[config.mk]
export PLATFORM = sky130hd
export DESIGN_NAME = xfetch_ctrl
export DESIGN_NICKNAME = d
export VERILOG_FILES = /design/src/rtl/xfetch_pkg.sv /design/src/rtl/xfetch_tick_gen.sv /design/src/rtl/xfetch_seq.sv /design/src/rtl/xfetch_bus.sv /design/src/rtl/xfetch_ctrl.sv
export SDC_FILE = /design/constraint.sdc
export NUM_CORES = 1
export LEC_CHECK = 0
export BUFFER_PORTS_ARGS = -buffer_cell sky130_fd_sc_hd__buf_4
export CORE_UTILIZATION = 49
export DETAILED_ROUTE_END_ITERATION = 16
export PLACE_DENSITY = 0.93
export SLEW_MARGIN = 5
export SYNTH_ARGS = -nofsm -noshare
export SYNTH_HDL_FRONTEND = slang
export SYNTH_SLANG_ARGS = --single-unit
export TNS_END_PERCENT = 10
[constraint.sdc]
create_clock -name clk -period 3.71 [get_ports clk]
set_input_delay 1.113 -clock clk [delete_from_list [all_inputs] [get_ports clk]]
set_output_delay 1.113 -clock clk [all_outputs]
set_load 0.02 [all_outputs]
[src/rtl/xfetch_pkg.sv]
package xfetch_pkg;

  localparam int unsigned NUM_PHASES = 6;

  typedef enum logic [2:0] {
    PH_ADDR  = 3'd0,
    PH_HOLD  = 3'd1,
    PH_RD0   = 3'd2,
    PH_RD1   = 3'd3,
    PH_RD2   = 3'd4,
    PH_TAIL  = 3'd5
  } phase_e;

  // Oscillator clocks spent in one CPU phase
  function automatic int unsigned osc_per_phase(input logic x2);
    return x2 ? 1 : 2;
  endfunction

  function automatic phase_e next_phase(input phase_e ph);
    return (ph == PH_TAIL) ? PH_ADDR : phase_e'(ph + 3'd1);
  endfunction

  // Phases in which the controller drives the low address byte
  function automatic logic drives_bus(input phase_e ph);
    return (ph == PH_ADDR) || (ph == PH_HOLD);
  endfunction

  // Phases in which the program-store strobe is active
  function automatic logic reads_bus(input phase_e ph);
    return (ph == PH_RD0) || (ph == PH_RD1) || (ph == PH_RD2);
  endfunction

endpackage

[src/rtl/xfetch_tick_gen.sv]
module xfetch_tick_gen
  import xfetch_pkg::*;
(
  input  logic clk,
  input  logic rst_n,
  input  logic busy,
  input  logic double_speed,
  output logic mode_x2,
  output logic cpu_tick
);

  logic div_q;

  // The mode bit is taken in only while idle, so that it changes at a cycle boundary
  always_ff @(posedge clk or negedge rst_n) begin
    if (!rst_n) begin
      mode_x2 <= 1'b0;
      div_q   <= 1'b0;
    end else begin
      if (!busy) begin
        mode_x2 <= double_speed;
        div_q   <= 1'b0;
      end else begin
        div_q   <= ~div_q;
      end
    end
  end

  assign cpu_tick = busy & (mode_x2 | div_q);


  mode_hold_chk: assert property (@(posedge clk) disable iff (!rst_n)
    (busy && $past(busy)) |-> $stable(mode_x2));


  half_rate_chk: assert property (@(posedge clk) disable iff (!rst_n)
    (busy && !mode_x2 && cpu_tick) |=> !cpu_tick);

endmodule

[src/rtl/xfetch_seq.sv]
module xfetch_seq
  import xfetch_pkg::*;
(
  input  logic   clk,
  input  logic   rst_n,
  input  logic   req_start,
  input  logic   cpu_tick,
  output logic   busy,
  output logic   start_acc,
  output phase_e phase,
  output logic   capture_ev,
  output logic   done_ev
);

  assign start_acc  = req_start & ~busy;
  assign capture_ev = busy & cpu_tick & (phase == PH_RD2);
  assign done_ev    = busy & cpu_tick & (phase == PH_TAIL);

  always_ff @(posedge clk or negedge rst_n) begin
    if (!rst_n) begin
      busy  <= 1'b0;
      phase <= PH_ADDR;
    end else if (start_acc) begin
      busy  <= 1'b1;
      phase <= PH_ADDR;
    end else if (busy && cpu_tick) begin
      phase <= next_phase(phase);
      if (phase == PH_TAIL) busy <= 1'b0;
    end
  end


  phase_stall_chk: assert property (@(posedge clk) disable iff (!rst_n)
    (busy && !cpu_tick) |=> (busy && $stable(phase)));


  start_ignored_chk: assert property (@(posedge clk) disable iff (!rst_n)
    (busy && req_start && !cpu_tick) |=> $stable(phase));


  capture_order_chk: assert property (@(posedge clk) disable iff (!rst_n)
    capture_ev |-> !done_ev);

endmodule

[src/rtl/xfetch_bus.sv]
module xfetch_bus
  import xfetch_pkg::*;
#(
  parameter int unsigned ADDR_W = 16,
  parameter int unsigned DATA_W = 8,
  localparam int unsigned HI_W  = ADDR_W - DATA_W
) (
  input  logic              clk,
  input  logic              rst_n,
  input  logic              busy,
  input  logic              start_acc,
  input  phase_e            phase,
  input  logic              capture_ev,
  input  logic              done_ev,
  input  logic [ADDR_W-1:0] req_addr,
  input  logic              req_table,
  input  logic [DATA_W-1:0] ad_in_i,
  output logic [HI_W-1:0]   addr_hi_o,
  output logic [DATA_W-1:0] ad_out_o,
  output logic              ad_oe_o,
  output logic              ale_o,
  output logic              psen_n_o,
  output logic              rsp_valid,
  output logic [DATA_W-1:0] rsp_data,
  output logic              rsp_table
);

  logic [ADDR_W-1:0] addr_q;
  logic              table_q;
  logic [DATA_W-1:0] data_q;

  always_ff @(posedge clk or negedge rst_n) begin
    if (!rst_n) begin
      addr_q    <= '0;
      table_q   <= 1'b0;
      data_q    <= '0;
      rsp_valid <= 1'b0;
    end else begin
      if (start_acc) begin
        addr_q  <= req_addr;
        table_q <= req_table;
      end
      if (capture_ev) data_q <= ad_in_i;
      rsp_valid <= done_ev;
    end
  end

  assign addr_hi_o = addr_q[ADDR_W-1:DATA_W];
  assign ad_out_o  = addr_q[DATA_W-1:0];
  assign ale_o     = busy & (phase == PH_ADDR);
  assign ad_oe_o   = busy & drives_bus(phase);
  assign psen_n_o  = ~(busy & reads_bus(phase));
  assign rsp_data  = data_q;
  assign rsp_table = table_q;


  idle_quiet_chk: assert property (@(posedge clk) disable iff (!rst_n)
    !busy |-> (psen_n_o && !ale_o && !ad_oe_o));


  no_contention_chk: assert property (@(posedge clk) disable iff (!rst_n)
    !psen_n_o |-> !ad_oe_o);


  ale_before_release_chk: assert property (@(posedge clk) disable iff (!rst_n)
    $fell(ale_o) |-> ad_oe_o);


  ale_psen_excl_chk: assert property (@(posedge clk) disable iff (!rst_n)
    ale_o |-> psen_n_o);


  valid_pulse_chk: assert property (@(posedge clk) disable iff (!rst_n)
    rsp_valid |=> !rsp_valid);


  addr_hold_chk: assert property (@(posedge clk) disable iff (!rst_n)
    (busy && $past(busy)) |-> $stable(addr_hi_o));

endmodule

[src/rtl/xfetch_ctrl.sv]
module xfetch_ctrl
  import xfetch_pkg::*;
#(
  parameter int unsigned ADDR_W = 16,
  parameter int unsigned DATA_W = 8,
  localparam int unsigned HI_W  = ADDR_W - DATA_W
) (
  input  logic              clk,
  input  logic              rst_n,
  input  logic              double_speed,
  input  logic              req_start,
  input  logic [ADDR_W-1:0] req_addr,
  input  logic              req_table,
  output logic              busy,
  output logic              rsp_valid,
  output logic [DATA_W-1:0] rsp_data,
  output logic              rsp_table,
  output logic [HI_W-1:0]   addr_hi_o,
  output logic [DATA_W-1:0] ad_out_o,
  output logic              ad_oe_o,
  input  logic [DATA_W-1:0] ad_in_i,
  output logic              ale_o,
  output logic              psen_n_o
);

  logic   mode_x2;
  logic   cpu_tick;
  logic   start_acc;
  logic   capture_ev;
  logic   done_ev;
  phase_e phase;

  xfetch_tick_gen u_tick (
    .clk          (clk),
    .rst_n        (rst_n),
    .busy         (busy),
    .double_speed (double_speed),
    .mode_x2      (mode_x2),
    .cpu_tick     (cpu_tick)
  );

  xfetch_seq u_seq (
    .clk        (clk),
    .rst_n      (rst_n),
    .req_start  (req_start),
    .cpu_tick   (cpu_tick),
    .busy       (busy),
    .start_acc  (start_acc),
    .phase      (phase),
    .capture_ev (capture_ev),
    .done_ev    (done_ev)
  );

  xfetch_bus #(
    .ADDR_W (ADDR_W),
    .DATA_W (DATA_W)
  ) u_bus (
    .clk        (clk),
    .rst_n      (rst_n),
    .busy       (busy),
    .start_acc  (start_acc),
    .phase      (phase),
    .capture_ev (capture_ev),
    .done_ev    (done_ev),
    .req_addr   (req_addr),
    .req_table  (req_table),
    .ad_in_i    (ad_in_i),
    .addr_hi_o  (addr_hi_o),
    .ad_out_o   (ad_out_o),
    .ad_oe_o    (ad_oe_o),
    .ale_o      (ale_o),
    .psen_n_o   (psen_n_o),
    .rsp_valid  (rsp_valid),
    .rsp_data   (rsp_data),
    .rsp_table  (rsp_table)
  );


  done_needs_busy_chk: assert property (@(posedge clk) disable iff (!rst_n)
    rsp_valid |-> !busy);

endmodule

==> impl_metrics.yaml <==
critical_path:
  crit_fanout: 5
  end_kind: "primary output"
  crit_arrival_ps: 1340
  critPathLaunchType: "flop"
  crit_required_ps: 2600
  rrSetupSlack_ps: 1970
  crit_type: "flop to primary output"
route:
  drt-total-wl_mm: 2.52
  routedWlPerCell_um: 14.0
  drtIter0Drc: 4
  drc_errors: 0
  vias: 898
  first_pass_iters: 3
  post_drt_via_cell_ratio: 4.99
  ant_nets: 0
clocking:
  clock_path_buffers: 2
  clk_pin_slew_ps: 100
  cts_tree: "built"
  root_buffer: "clkbuf_4"
  cts_buffers: 5
  hold_buffers: 0
  clkSinkCount: 32
  htree_levels: 2
  cts_resized: 0
  cts_setup_buffers: 0
  clk-insertion-delay-late_ps: 330
floorplanning:
  die_height_um: 53.5
  core-area_um2: 2500
  num_rows: 18
  floorplan.io_pins: 59
  die_area_um2: 2860
  die_x_um: 53.5
  start_util_pct: 51.9
pwr:
  p_per_area_nw_per_um2: 965
  leakage_nw: 0.925
  vdd_drop_max_mv: 0.647
logic_synthesis:
  ys_seq_area_share_pct: 61.7
  syn_inst: 87
  syn_nets: 116
  synth_warnings: 0
  syn_avg_cell_area_um2: 14.9
  ys_types: 18
  synth_seq_cells: 32
  syn_area_um2: 1300
sta:
  setup_ws_ps: 1260
  finClkSkew_ps: 11.3
  setup_tns_ps: 0
  maxSlewViolCount: 0
  slew_headroom_pct: 66.5
  rsz0062_at_grt: "false"
  hold_viol: 0
  tightestPinTransition_ps: 498
  setup_viol: 0
  finalCritPeriodShare_pct: 66.0
  period_needed_ps: 2450
  fmax_mhz: 408
global_route:
  grt_use_total_pct: 19.7
  grt_first_pass_wirelength_mm: 3.73
  grt_overflow: 0
  antenna_found_initial: 0
  met3_usage_pct: 6.32
  grt_max_degree: 33
  use_met2_pct: 34.2
  grt_pass1_vias: 859
  grtUsageMet1_pct: 20.9
  top_usage_layer: "met2"
placed_design:
  finalWeightedCongestion: 0.764
  port_buffers: 58
  dp_slack_ps: 1620
  hpwl_mm: 1.93
outcome:
  outcome: "complete, no violations"
finish:
  num-fill-cells: 175
  ff_latch_area_um2: 801
  layout-drive-gt1-share_pct: 65.3
  num_antenna_cells: 0
  layout_commonest_cell: "buf_4"
  final_util_pct: 73.9
  final_cell_mix: "buf_4, dfrtp_1, mux2_2"
  multiInputGateArea_um2: 467
  layout-area-overhead-vs-synth_pct: 42.3
  fin_nets: 178
flow_run:
  max_cap_viol_count: 0
min_path:
  min_path_type: "flop to flop"
==> worst max-delay path, stage by stage (launching register included) <==
cell and delay [ps]:
dfrtp_1 450, mux2_2 350, nand2_1 70, buf_4 140
==> layer usage <==
layer	vias up	wire length [um]
met5	-	0
met4	0	33
met3	5	188
met2	38	1290
met1	424	1020
li1	431	-
==> power by group <==
| part | switching, mW | internal (mW) |
|---|---|---|
| clock network | 0.117 | 0.179 |
| registers | 0.121 | 0.519 |
| logic | 0.402 | 0.444 |
==> cells in the mapped netlist, drive strengths merged <==
cell / number / area share [%]
a21oi: 2 / 0.77
buf: 4 / 2.0
dfrtp: 32 / 62
inv: 1 / 0.29
mux2: 27 / 26
mux2i: 1 / 0.77
nand2: 2 / 0.58
nand2b: 1 / 1.1
nand3: 3 / 1.2
nor2: 5 / 1.4
nor2b: 2 / 0.96
nor3: 2 / 0.77
o21ai: 2 / 0.77
o22ai: 1 / 0.48
or3: 1 / 0.58
or4: 1 / 0.87
==> cell type report <==
cell class	count	area share [%]
timing repair buffer	59	24.0
multi-input combinational	50	25.3
tap	30	2.03
clock buffer	7	3.52
inverter	1	0.203
clock inverter	1	1.63
sequential	32	43.4
==> registers in the layout, summed over array words and instances (netlist names) <==
| signal | count |
|---|---|
| u_bus.addr_q | 16 |
| u_bus.rsp_data | 8 |
| u_seq.phase | 3 |
| u_bus.rsp_table | 1 |
| u_bus.rsp_valid | 1 |
| u_seq.busy | 1 |
| u_tick.div_q | 1 |
| u_tick.mode_x2 | 1 |
==> path summary, 6_finish.rpt <==
| kind | startpoint | end | depth (start not counted) |
|---|---|---|---|
| worst max-delay path | u_seq.phase[2]$_DFFE_PN0P_ | psen_n_o | 3 |
| worst min-delay path | u_tick.div_q$_DFF_PN0_ | u_tick.div_q$_DFF_PN0_ | 1 |
| worst max register to register | u_seq.busy$_DFFE_PN0P_ | u_bus.rsp_data[0]$_DFFE_PN0P_ | 3 |
| worst min register to register | u_tick.div_q$_DFF_PN0_ | u_tick.div_q$_DFF_PN0_ | 1 |
| max in group asynchronous | rst_n | u_bus.addr_q[4]$_DFFE_PN0P_ | 1 |
| min in group asynchronous | rst_n | u_bus.addr_q[10]$_DFFE_PN0P_ | 1 |
==> cell families (layout without fill, tap and decap cells) <==
family                 after synthesis  in the layout  synth area share (%)
AO/OA/AOI/OAI                        5              5                  2.03
buffers and inverters                5             68                  2.31
flip-flops                          32             32                  61.7
multiplexers                        28             28                  26.5
AND/OR/NAND/NOR                     17             17                  7.43
==> through the flow <==
step                      area [um2]  std cells  hold slack, ps  total power, mW
after floorplan                 1300         87             436             1.15
after global placement          1750        172             457             1.46
after detailed placement        1750        172             467             1.50
after CTS                       1850        180             488             1.80
after global routing            1850        180             511             1.89
final                           1850        180             484             1.78
(Power assumes the default switching activity.)
